**config.mk**
```make
export PLATFORM = sky130hd
export DESIGN_NAME = intdiv_top
export DESIGN_NICKNAME = d
export VERILOG_FILES = /design/src/rtl/intdiv_pkg.sv /design/src/rtl/intdiv_front.sv /design/src/rtl/intdiv_step.sv /design/src/rtl/intdiv_back.sv /design/src/rtl/intdiv_top.sv
export SDC_FILE = /design/constraint.sdc
export NUM_CORES = 1
export LEC_CHECK = 0
export BUFFER_PORTS_ARGS = -buffer_cell sky130_fd_sc_hd__buf_2
export CAP_MARGIN = 20
export CORE_UTILIZATION = 50
export CTS_CLUSTER_DIAMETER = 150
export CTS_CLUSTER_SIZE = 10
export DETAILED_ROUTE_END_ITERATION = 10
export GPL_ROUTABILITY_DRIVEN = 0
export GPL_TIMING_DRIVEN = 0
export HOLD_SLACK_MARGIN = 0.02
export PLACE_DENSITY_LB_ADDON = 0.05
export SLEW_MARGIN = 20
export SYNTH_ARGS = -nofsm -noshare
export SYNTH_HDL_FRONTEND = slang
export SYNTH_SLANG_ARGS = --single-unit
```
**constraint.sdc**
```tcl
create_clock -name clk -period 13 [get_ports clk]
set_input_delay 0 -clock clk [delete_from_list [all_inputs] [get_ports clk]]
set_output_delay 0 -clock clk [all_outputs]
set_load 0.03 [all_outputs]
```
**src/rtl/intdiv_pkg.sv**
```systemverilog
package intdiv_pkg;

   // True when a register rank follows quotient-bit step 'step' for a chain
   // of 'width' steps carrying 'lat' ranks. The ranks are spread evenly and
   // the last rank always follows the final step.
   function automatic bit stage_reg_after(input int step, input int lat, input int width);
      return (((step + 1) * lat) / width) != ((step * lat) / width);
   endfunction

endpackage

```
**src/rtl/intdiv_front.sv**
```systemverilog
module intdiv_front #(
   parameter int NUM_W      = 16,
   parameter int DEN_W      = 16,
   parameter bit NUM_SIGNED = 1'b1,
   parameter bit DEN_SIGNED = 1'b1
) (
   input  logic [NUM_W-1:0] num_i,
   input  logic [DEN_W-1:0] den_i,
   output logic [NUM_W-1:0] nmag_o,
   output logic [DEN_W-1:0] dmag_o,
   output logic [DEN_W-1:0] nlo_o,
   output logic             n_neg_o,
   output logic             d_neg_o,
   output logic             dz_o
);

   assign n_neg_o = NUM_SIGNED & num_i[NUM_W-1];
   assign d_neg_o = DEN_SIGNED & den_i[DEN_W-1];

   // Magnitudes fit unsigned in the operand width (the most negative value included)
   assign nmag_o = n_neg_o ? (NUM_W'(0) - num_i) : num_i;
   assign dmag_o = d_neg_o ? (DEN_W'(0) - den_i) : den_i;
   assign dz_o   = (den_i == '0);

   // Numerator resized to remainder width, used for the zero-divisor result
   if (DEN_W > NUM_W) begin : g_ext
      assign nlo_o = {{(DEN_W - NUM_W){n_neg_o}}, num_i};
   end else begin : g_cut
      assign nlo_o = num_i[DEN_W-1:0];
   end

endmodule

```
**src/rtl/intdiv_step.sv**
```systemverilog
module intdiv_step #(
   parameter int NUM_W = 16,
   parameter int DEN_W = 16,
   localparam int REM_W = DEN_W + 1
) (
   input  logic [REM_W-1:0] rem_i,
   input  logic [NUM_W-1:0] qn_i,
   input  logic [DEN_W-1:0] dmag_i,
   output logic [REM_W-1:0] rem_o,
   output logic [NUM_W-1:0] qn_o
);

   logic [REM_W:0] trial;
   logic [REM_W:0] diff;
   logic           fits;

   // Shift the next numerator bit into the partial remainder and try a subtraction
   assign trial = {rem_i, qn_i[NUM_W-1]};
   assign diff  = trial - {2'b00, dmag_i};
   assign fits  = ~diff[REM_W];

   assign rem_o = fits ? diff[REM_W-1:0] : trial[REM_W-1:0];
   assign qn_o  = {qn_i[NUM_W-2:0], fits};

endmodule

```
**src/rtl/intdiv_back.sv**
```systemverilog
module intdiv_back #(
   parameter int NUM_W      = 16,
   parameter int DEN_W      = 16,
   parameter bit DEN_SIGNED = 1'b1,
   parameter bit POS_REM    = 1'b0,
   localparam int REM_W = DEN_W + 1
) (
   input  logic             clk,
   input  logic             aclr,
   input  logic [NUM_W-1:0] qmag_i,
   input  logic [REM_W-1:0] rwide_i,
   input  logic [DEN_W-1:0] dmag_i,
   input  logic [DEN_W-1:0] nlo_i,
   input  logic             n_neg_i,
   input  logic             d_neg_i,
   input  logic             dz_i,
   output logic [NUM_W-1:0] quo_o,
   output logic [DEN_W-1:0] rem_o
);

   logic [DEN_W-1:0] rmag;
   logic [NUM_W-1:0] q_t;
   logic [DEN_W-1:0] r_t;
   logic [NUM_W-1:0] q_f;
   logic [DEN_W-1:0] r_f;

   assign rmag = rwide_i[DEN_W-1:0];
   assign q_t  = (n_neg_i ^ d_neg_i) ? (NUM_W'(0) - qmag_i) : qmag_i;
   assign r_t  = n_neg_i ? (DEN_W'(0) - rmag) : rmag;

   if (POS_REM) begin : g_floor
      logic lift;
      assign lift = n_neg_i && (rmag != '0);
      assign r_f  = lift ? (dmag_i - rmag) : r_t;
      assign q_f  = !lift ? q_t : (d_neg_i ? (q_t + 1'b1) : (q_t - 1'b1));
   end else begin : g_trunc
      assign r_f = r_t;
      assign q_f = q_t;
   end

   assign quo_o = dz_i ? '1 : q_f;
   assign rem_o = dz_i ? nlo_i : r_f;

   // the magnitude leaving the divide chain is below the divisor magnitude
   p_rem_below_r3 : assert property (@(posedge clk) disable iff (aclr)
      (dmag_i != '0) |-> (rwide_i < {1'b0, dmag_i}));

   if (POS_REM && DEN_SIGNED) begin : g_chk_pos
      // a signed remainder in the non-negative convention never has its sign bit set
      p_posrem_r4 : assert property (@(posedge clk) disable iff (aclr)
         (dmag_i != '0) |-> !rem_o[DEN_W-1]);
   end

endmodule

```
**src/rtl/intdiv_top.sv**
```systemverilog
module intdiv_top #(
   parameter int NUM_W      = 16,
   parameter int DEN_W      = 16,
   parameter bit NUM_SIGNED = 1'b1,
   parameter bit DEN_SIGNED = 1'b1,
   parameter bit POS_REM    = 1'b0,
   parameter int LATENCY    = 4
) (
   input  logic             clk,
   input  logic             aclr,
   input  logic             clken,
   input  logic [NUM_W-1:0] num_i,
   input  logic [DEN_W-1:0] den_i,
   output logic [NUM_W-1:0] quo_o,
   output logic [DEN_W-1:0] rem_o
);
   import intdiv_pkg::*;

   localparam int REM_W = DEN_W + 1;

   if (LATENCY < 0 || LATENCY > NUM_W || NUM_W < 2 || DEN_W < 2) begin : g_bad_cfg
      $error("intdiv_top: LATENCY must be 0..NUM_W and both widths at least 2");
   end

   typedef struct packed {
      logic [REM_W-1:0] rem;
      logic [NUM_W-1:0] qn;
      logic [DEN_W-1:0] dmag;
      logic [DEN_W-1:0] nlo;
      logic             n_neg;
      logic             d_neg;
      logic             dz;
   } st_t;

   logic [NUM_W-1:0] f_nmag;
   logic [DEN_W-1:0] f_dmag;
   logic [DEN_W-1:0] f_nlo;
   logic             f_nneg;
   logic             f_dneg;
   logic             f_dz;
   st_t              s_front;
   st_t              s_last;

   intdiv_front #(
      .NUM_W(NUM_W), .DEN_W(DEN_W),
      .NUM_SIGNED(NUM_SIGNED), .DEN_SIGNED(DEN_SIGNED)
   ) u_front (
      .num_i(num_i), .den_i(den_i),
      .nmag_o(f_nmag), .dmag_o(f_dmag), .nlo_o(f_nlo),
      .n_neg_o(f_nneg), .d_neg_o(f_dneg), .dz_o(f_dz)
   );

   assign s_front = '{rem: '0, qn: f_nmag, dmag: f_dmag, nlo: f_nlo,
                      n_neg: f_nneg, d_neg: f_dneg, dz: f_dz};

   for (genvar i = 0; i < NUM_W; i++) begin : g_step
      st_t              s_in;
      st_t              s_cmb;
      st_t              s_nx;
      logic [REM_W-1:0] rem_w;
      logic [NUM_W-1:0] qn_w;

      if (i == 0) begin : g_first
         assign s_in = s_front;
      end else begin : g_link
         assign s_in = g_step[i-1].s_nx;
      end

      intdiv_step #(.NUM_W(NUM_W), .DEN_W(DEN_W)) u_step (
         .rem_i(s_in.rem), .qn_i(s_in.qn), .dmag_i(s_in.dmag),
         .rem_o(rem_w), .qn_o(qn_w)
      );

      assign s_cmb = '{rem: rem_w, qn: qn_w, dmag: s_in.dmag, nlo: s_in.nlo,
                       n_neg: s_in.n_neg, d_neg: s_in.d_neg, dz: s_in.dz};

      if (stage_reg_after(i, LATENCY, NUM_W)) begin : g_reg
         st_t s_q;
         always_ff @(posedge clk or posedge aclr) begin
            if (aclr)       s_q <= '0;
            else if (clken) s_q <= s_cmb;
         end
         assign s_nx = s_q;
      end else begin : g_wire
         assign s_nx = s_cmb;
      end
   end

   assign s_last = g_step[NUM_W-1].s_nx;

   intdiv_back #(
      .NUM_W(NUM_W), .DEN_W(DEN_W),
      .DEN_SIGNED(DEN_SIGNED), .POS_REM(POS_REM)
   ) u_back (
      .clk(clk), .aclr(aclr),
      .qmag_i(s_last.qn), .rwide_i(s_last.rem), .dmag_i(s_last.dmag),
      .nlo_i(s_last.nlo), .n_neg_i(s_last.n_neg), .d_neg_i(s_last.d_neg),
      .dz_i(s_last.dz),
      .quo_o(quo_o), .rem_o(rem_o)
   );

   if (LATENCY > 0) begin : g_chk_reg
      // a cycle with the enable low leaves the registered results untouched
      p_hold_r7 : assert property (@(posedge clk) disable iff (aclr)
         !clken |=> ($stable(quo_o) && $stable(rem_o)));

      // on the first edge after the clear is released the outputs are still zero
      p_clear_r8 : assert property (@(posedge clk) disable iff (aclr)
         $fell(aclr) |-> ((quo_o == '0) && (rem_o == '0)));
   end

endmodule

```
After elaboration in Yosys (flattened, before gate mapping)
Index checks and enable logic that the tools add are counted.
Cells by class
  $add $sub $neg: 20
  muxes and demuxes: 22
  bitwise gates (word level): 17
  reduce and logical (&&, ||, !) cells: 1
Operators with widths (number)
  subtractor 18 x 16 -> 18 bit: 15
  2-to-1 mux 17 bit: 15
  2-to-1 mux 16 bit: 7
  subtractor 1 x 16 -> 16 bit, first input constant: 4
  subtractor 1 x 16 -> 17 bit: 1
  zero test 16 bit: 1
  NOT 1 bit: 16
  XOR 1 bit: 1
Storage, ports and cells
  flip-flop bits (word level): 255

Depth between registers and ports, before layout
Gate-level depths: netlist (run 1).
  depth in word-level cells: 10
  depth in mapped cells: 62

Hierarchy
Synthesis (run 1) repeated with hierarchy kept, for this count alone.
Unflattened totals
  cell total of the unflattened synthesis: 3729
  area, all modules: 32552.5 um2
By module, submodules not included
  intdiv_top: times used 1, cells each 576, area each 10411.2 um2
  intdiv_step (g_step[3].u_step ...): times used 7, cells each 192, area each 1278.7 um2
  intdiv_step (g_step[12].u_step ...): times used 6, cells each 164, area each 1271.2 um2
  intdiv_step (g_step[0].u_step ...): times used 3, cells each 190, area each 1246.2 um2
  intdiv_back: times used 1, cells each 142, area each 983.4 um2
  intdiv_front: times used 1, cells each 113, area each 840.8 um2

Worst setup path before layout (run 1)
OpenSTA, ideal clock, no wires.
  kind: register to register
  from: register g_step[11].g_reg.s_q[20] (netlist bit)
  to: register g_step[15].g_reg.s_q[61] (netlist bit)
  setup time: 0.137 ns
  arrival time: 13.273 ns
  data required time: 12.863 ns
  path slack: -0.410 ns
  cell stages (with the launch flop): 60
  buffers on the path: 8
  clock period less this slack: 13.410 ns
  cell sequence: dfrtp_1 inv_1 ha_1 nor2b_1 o31a_1 o31a_1 o211ai_1 a31oi_1 o211ai_1 and2_1 clkbuf_1 clkbuf_1 clkbuf_1 nor2_1 a21oi_1 ha_1 nor2b_1 o31ai_1 [... 24 more ...] nand2_1 o221ai_1 ha_1 a21oi_1 o21ai_0 or4_1 o21ai_0 o21ai_0 o41a_1 or3_1 a21oi_1 o21ai_0 o211a_1 mux2i_1 xnor2_1 buf_2 mux2i_1 a21oi_1
On the way
  cells in the longest elaborated chain, start to end: 8
RTL lines
  start: declaration: RTL line intdiv_top.sv:78  | st_t s_q;
  start signal: assignment: RTL line intdiv_top.sv:81  | else if (clken) s_q <= s_cmb;
  subtractor 18 x 16 -> 18 bit: RTL line intdiv_step.sv:19  | assign diff = trial - {2'b00, dmag_i};
  2-to-1 mux 17 bit: RTL line intdiv_step.sv:22  | assign rem_o = fits ? diff[REM_W-1:0] : trial[REM_W-1:0];
  subtractor 18 x 16 -> 18 bit: RTL line intdiv_step.sv:19
  2-to-1 mux 17 bit: RTL line intdiv_step.sv:22
  subtractor 18 x 16 -> 18 bit: RTL line intdiv_step.sv:19
  2-to-1 mux 17 bit: RTL line intdiv_step.sv:22
  subtractor 18 x 16 -> 18 bit: RTL line intdiv_step.sv:19
  2-to-1 mux 16 bit (*): RTL line intdiv_step.sv:22
  end signal: assignment: RTL line intdiv_top.sv:81
  end: declaration: RTL line intdiv_top.sv:78
Mark *: on every way between the ends. The rest lies on a longest branch, timed or not.
A chain may end at the register's enable or synchronous reset.

Final worst setup path (run 1)
  from: register g_step[11].g_reg.s_q[20] (netlist bit)
  to: register g_step[15].g_reg.s_q[55] (netlist bit)
The elaborated chain is that of the path after synthesis.

==> impl_metrics.tcl, run 1 <==
set metrics [dict create \
    fp.dieW_um 222 \
    antenna_found_initial 0 \
    synth_area_sq_mm 0.0242 \
    hp-start "den_i[6]" \
    numCtsBuffers 28 \
    fin_worst_skew_ns 0.0255 \
    area_growth_syn_to_layout_pct 14.2 \
    drive_gt1_share_pct 15.9 \
    drt-total-wl_um 70700 \
    cp.required_ns 13.41 \
    core_area_sq_mm 0.0476 \
    cts_sinks 248 \
    crit_fanout 10 \
    slowest_stage "or4_4" \
    ys.warnings.count 0 \
    die_h_um 222 \
    drv_cap 0 \
    gr-total-overflow 0 \
    dr.pass1.iters 6 \
    status "finished, final reports clean" \
    synthArstFlopShare_pct 100 \
    r2r_cells 60 \
    start_kind "flip-flop" \
    drc 0 \
    synth_edf_count 0 \
    ys_types 90 \
    clock_path_buffers 3 \
    finalMaxSlewViolations 0 \
    nets 3332 \
    grt_max_degree 105 \
    ys_seq_elements 248 \
    r2r_slack_ns 0.60 \
    vias_per_cell 5.89 \
    grt_pass1_vias 20800 \
    hold_path_depth 3 \
    fillers 4320 \
    drtIter0Drc 1281 \
    syn_avg_cell_area_sq_um 8.45 \
    finalHoldViolCount 0 \
    clock.fmax_ghz 0.0807 \
    setup-violations-final 0 \
    final.min_clock_period_ns 12.40 \
    rsz0062_at_grt "no" \
    track_usage_pct 28.2 \
    holdWs_ns 0.0470 \
    reg2reg_to "g_step[15].g_reg.s_q[55]$_DFFE_PP0P_" \
    worstHoldPathType "primary input to flip-flop" \
    cp-end-kind "flip-flop" \
    slew_headroom_pct 25.5 \
    start_util_pct 50.7 \
    antenna_left 0 \
    path_class "flip-flop to flip-flop" \
    synthCells 2858 \
    port_buffers 63 \
    worst_pin_slew_ns 1.12 \
    dr_total_vias 21500 \
    yosys_most_used_dff "dfrtp_1" \
    die_area_sq_mm 0.0492 \
    avgRoutedWirePerCell_um 19.4 \
    cts_tree "done" \
    slowest_delay_ns 0.56 \
    cts_max_level 1 \
    root_buffer "clkbuf_16" \
    hold_path_end "g_step[3].g_reg.s_q[25]$_DFFE_PP0P_" \
    boundaryPins 67 \
    path_clk_slew_ns 0.07 \
    r2r-start "g_step[11].g_reg.s_q[20]$_DFFE_PP0P_" \
    rows 80 \
    final.period_utilization_pct 95.3 \
    grt_first_pass_wirelength_um 111000 \
    worstSkewPairLatency_ns 0.58 \
    arrival_ns 12.80 \
    dpl.hpwl_um 54800 \
    seq_area_frac_synth_pct 25.7 \
]
worst max-delay path by stage:
stage	startpoint	end	slack (ns)	cells after the start
2_1_floorplan	g_step[11].g_reg.s_q[20]$_DFFE_PP0P_	g_step[15].g_reg.s_q[61]$_DFFE_PP0P_	0.05	58
3_5_place_dp	g_step[3].g_reg.s_q[20]$_DFFE_PP0P_	g_step[7].g_reg.s_q[62]$_DFFE_PP0P_	-3.57	58
5_1_grt	g_step[10].s_cmb[20]$_DFFE_PP0P_	g_step[11].g_reg.s_q[60]$_DFFE_PP0P_	0.002	58
3_3_place_gp	g_step[3].g_reg.s_q[20]$_DFFE_PP0P_	g_step[7].g_reg.s_q[62]$_DFFE_PP0P_	-3.38	58
4_1_cts	g_step[3].g_reg.s_q[20]$_DFFE_PP0P_	g_step[7].g_reg.s_q[66]$_DFFE_PP0P_	0.001	55
6_report	g_step[11].g_reg.s_q[20]$_DFFE_PP0P_	g_step[15].g_reg.s_q[55]$_DFFE_PP0P_	0.60	60
cell type report:
cell class / count / area (sq um) / area share, %
tap: 615 / 769 / 2.79
multi-input combinational: 2350 / 17600 / 63.8
inverter: 174 / 673 / 2.44
buffer: 85 / 482 / 1.75
clock buffer: 30 / 739 / 2.68
sequential: 248 / 6210 / 22.5
antenna: 1 / 2.50 / 0.00907
timing repair buffer: 149 / 1100 / 3.99
state kept, by name, summed over array words and instances, names as in the netlist:
signal            count
g_step.g_reg.s_q    215
g_step.s_cmb         33
synthesized netlist by cell type, types with 11 or more instances:
library cell,count,share of area [%]
nor2_1,263,4.1
a21oi_1,252,5.2
dfrtp_1,248,26
ha_1,246,13
nand2_1,220,3.4
o21ai_0,215,4.5
inv_1,174,2.7
mux2_2,164,7.6
xnor2_1,131,4.8
xor2_1,94,3.4
clkbuf_1,82,1.3
mux2i_1,81,3.4
nand2b_1,58,1.5
nor2b_1,49,1.3
a21o_1,46,1.4
nor3_1,44,0.91
o21a_1,42,1.3
nand3_1,39,0.81
and2_1,26,0.67
o221ai_1,24,0.87
o31ai_1,24,0.75
o21bai_1,23,0.71
and3_1,19,0.49
a31oi_1,18,0.47
a211oi_1,16,0.50
fa_1,15,1.2
or3_1,15,0.39
o211ai_1,14,0.44
or2_2,14,0.36
o21ai_1,11,0.23
or4_1,11,0.34
through the flow:
stage / instance area [sq um] / util [%] / setup slack [ns] / setup TNS [ns] / std cells
after floorplan: 24200 / - / 0.0455 / 0 / 2864
after global placement: 25300 / 53.0 / -3.38 / -156.78 / 3542
after detailed placement: 25300 / 53.2 / -3.57 / -169.06 / 3544
after CTS: 27000 / 56.8 / 0.00145 / 0 / 3624
after global routing: 27600 / 57.9 / 0.00246 / 0 / 3651
final: 27600 / 57.9 / 0.605 / 0 / 3652
layout by cell type (no fill, tap or decap), types with 15 or more instances in the layout:
cell type	instances
nand2b_1	58
o221ai_1	20
a21o_1	46
clkbuf_16	29
and3_1	19
mux2i_1	69
nand3_1	38
dlygate4sd3_1	27
xnor2_1	125
nor3_1	43
buf_4	57
and2_1	23
nor2b_1	47
o21ai_1	23
buf_2	65
o21ai_0	193
nand2_1	219
o31ai_1	21
xor2_1	90
clkbuf_1	54
ha_1	242
a31oi_1	15
dfrtp_1	245
fa_1	15
nor2_1	262
o21bai_1	22
o21a_1	42
inv_1	165
mux2_2	164
a21oi_1	243
critical path: cells and delay by family, from the launching register on:
family	cells	cell delay, ns
AOI/OAI and AO/OA	27	5.00
and+or+nand+nor	12	2.84
buffers and inverters	12	1.99
adders and majority gates	4	1.06
xor gates and xnor gates	3	0.47
muxes	2	0.42
DFF	1	0.38
metal layers:
| layer | GRT usage, % | share of wire, % |
|---|---|---|
| met1 | 36.6 | 44 |
| met2 | 49.5 | 48 |
| met3 | 3.06 | 4.2 |
| met4 | 8.11 | 3.0 |
| met5 | 0 | 0 |
what timing repair did:
item / CTS / global route
cloned: 2 / 0
gates resized for setup: 127 / 88
setup buffers: 25 / 30
pin swaps: 18 / 27
hold buffers: 27 / 0
endpoints found under the setup margin: 53 / 71
hold endpoints to repair: 140 / 0
logic make-up after synthesis:
group / count (synthesis) / synth area share, %
simple gates: 812 / 16.0
compound gates: 791 / 20.3
buf+inv: 266 / 4.21
fa+ha+maj: 261 / 14.0
mux: 250 / 11.3
flops: 248 / 25.7
xor+xnor: 229 / 8.50
other cells: 1 / 0.0155
Power of run 1 is left out: the tool's default activity adds up to more than one toggle a clock period on the data nets, which glitch-free logic cannot reach.
==> run 2, diff against run 1 <==
Settings changed: ABC_AREA set to 1, CTS_CLUSTER_DIAMETER 150 to unset, SKIP_CTS_REPAIR_TIMING set to 1.
==> run 2 against run 1 <==
The flow now finishes with violations (hold timing). Synthesized area is 6.9% higher. Via count up 18%. Cell count rose by 28%. Setup slack improved by 2.1 ns. Design area up 2.4%. Fmax up 20%. Core utilization shrank 2.1 points. Register-to-register slack improved by 2.2 ns.
==> impl_metrics.tcl, run 2 <==
set metrics [dict create \
    grt_pass1_vias 24200 \
    numCtsBuffers 30 \
    slew_headroom_pct 37.0 \
    top_register "g_step.g_reg.s_q" \
    synthArstFlopShare_pct 100 \
    worstHoldPathType "primary input to flip-flop" \
    synth_area_sq_mm 0.0258 \
    start_util_pct 51.0 \
    fin_worst_skew_ns 0.0292 \
    fillers 5202 \
    cp.required_ns 13.46 \
    antenna_left 0 \
    vias_per_cell 5.43 \
    dr_total_vias 25400 \
    yosysTopAreaCellShare_pct 24.0 \
    area_growth_syn_to_layout_pct 9.38 \
    boundaryPins 67 \
    drt-total-wl_um 76100 \
    yosys_most_used_dff "dfrtp_1" \
    syn_avg_cell_area_sq_um 6.68 \
    core_area_sq_mm 0.0506 \
    antenna_found_initial 0 \
    cts_tree "done" \
    nets 4290 \
    multi_input_area_sq_mm 0.0172 \
    die_area_sq_mm 0.0525 \
    holdWs_ns -0.00619 \
    final.min_clock_period_ns 10.32 \
    rsz0062_at_grt "no" \
    port_buffers 65 \
    yosysMostFrequentCell "nand2_1" \
    tns_ns 0 \
    die_h_um 229 \
    synthCells 3864 \
    drtIter0Drc 1557 \
    dpl.hpwl_um 62100 \
    mostFrequentLayoutCells "nand2_1, inv_1, o21ai_0" \
    cp-end-kind "flip-flop" \
    ys_seq_elements 248 \
    cp.buffers_inverters 10 \
    cts_sinks 248 \
    path_class "primary input to flip-flop" \
    ys_types 59 \
    root_buffer "clkbuf_16" \
    clock_path_buffers 3 \
    synth_area_leader_cell "dfrtp_1" \
    r2r_slack_ns 2.76 \
    slowest_delay_ns 0.54 \
    final.period_utilization_pct 79.4 \
    clock.fmax_ghz 0.0969 \
    largest_register_ffs 215 \
    path_clk_slew_ns 0.05 \
    drc 0 \
    arrival_ns 10.77 \
    setup-violations-final 0 \
    start_kind "primary input" \
    failed_checks "hold timing" \
    crit_fanout 10 \
    fp.dieW_um 229 \
    worst_pin_slew_ns 0.944 \
    status "finished with violations" \
    mostFrequentLayoutCell "nand2_1" \
    synth_common_cells "nand2_1, inv_1, o21ai_0, nand3_1, a21oi_1" \
    grt_max_degree 72 \
    crit_family "simple AND/OR/NAND/NOR gates" \
    track_usage_pct 29.0 \
    finalMaxSlewViolations 0 \
    cts_max_level 1 \
    slowest_stage "dlygate4sd3_1" \
    crit_top_cell "nand2_1" \
    dr.pass1.iters 7 \
    rows 82 \
    worstSkewPairLatency_ns 0.59 \
    avgRoutedWirePerCell_um 16.3 \
    grt_first_pass_wirelength_um 124000 \
    synth_area_leaders "dfrtp_1, nand2_1, ha_1" \
    synth_edf_count 0 \
    n_antenna_cell 0 \
    finalHoldViolCount 2 \
    drv_cap 0 \
    ys.warnings.count 0 \
    seq_area_frac_synth_pct 24.0 \
    final-seq-area_sq_mm 0.00621 \
    drive_gt1_share_pct 6.92 \
    gr-total-overflow 0 \
]
run 2: changes by cell type after synthesis, moves of 47 or more:
cell / previous run / this run
inv_1: 174 / 484
mux2i_1: 81 / 0
xnor2_1: 131 / 84
nand2_2: 0 / 48
nand2_1: 220 / 1052
nand3_1: 39 / 326
mux2_2: 164 / 1
nand2b_1: 58 / 0
nor2b_1: 49 / 0
o21ai_0: 215 / 373
nor2_1: 263 / 161
run 2: path summary, 6_finish.rpt:
path                                                      start                              endpoint  depth (start not counted)
min reg2reg                 g_step[7].g_reg.s_q[41]$_DFFE_PP0P_  g_step[11].g_reg.s_q[45]$_DFFE_PP0P_                          2
min in group asynchronous                                  aclr   g_step[3].g_reg.s_q[50]$_DFFE_PP0P_                          4
max in group asynchronous                                  aclr   g_step[7].g_reg.s_q[64]$_DFFE_PP0P_                          6
min                                                    den_i[5]   g_step[3].g_reg.s_q[24]$_DFFE_PP0P_                          5
max                                                    num_i[1]   g_step[3].g_reg.s_q[58]$_DFFE_PP0P_                         67
max reg2reg                g_step[11].g_reg.s_q[31]$_DFFE_PP0P_  g_step[15].g_reg.s_q[53]$_DFFE_PP0P_                         51
run 2: layer usage:
layer	share of wire, %	global-route usage [%]
met4	3.2	8.98
met5	0	0
met2	48	50.8
met1	45	37.6
met3	3.5	2.44
run 2: kinds of logic after synthesis:
| kind of cell | Yosys count | synth area share (%) |
|---|---|---|
| and+or+nand+nor | 1760 | 30.1 |
| AOI/OAI and AO/OA | 782 | 16.5 |
| buffers and inverters | 605 | 9.24 |
| adders and majority gates | 261 | 13.1 |
| DFF | 248 | 24.0 |
| xor gates and xnor gates | 206 | 6.99 |
| other | 1 | 0.0145 |
| muxes | 1 | 0.0436 |
run 2: metrics by stage:
stage | std cells | utilization [%] | setup slack (ns) | area (sq um)
3_5_place_dp | 4610 | 53.6 | 2.79 | 27100
6_report | 4677 | 55.8 | 2.68 | 28200
2_1_floorplan | 3870 | - | 4.65 | 25800
3_3_place_gp | 4607 | 53.4 | 2.87 | 27000
4_1_cts | 4653 | 55.3 | 2.74 | 28000
5_1_grt | 4677 | 55.8 | 1.63 | 28200
run 2: cell type report:
| type | count | area share (%) |
|---|---|---|
| Multi-Input combinational cell | 3017 | 61.1 |
| Sequential cell | 248 | 22.0 |
| Inverter | 500 | 6.67 |
| Tap cell | 672 | 2.98 |
| Clock buffer | 39 | 2.85 |
| Timing Repair Buffer | 92 | 2.30 |
| Buffer | 105 | 1.81 |
| Clock inverter | 4 | 0.337 |
run 2: worst reg2reg max path: cells and delay by family (launching register included):
kind	cells	cell delay (ns)
AO/OA/AOI/OAI	13	3.58
adder cells (fa/ha/maj)	4	1.33
buffers and inverters	7	1.83
flip-flops	1	0.35
AND/OR/NAND/NOR	27	3.06
Power of run 2 is left out for the same reason.
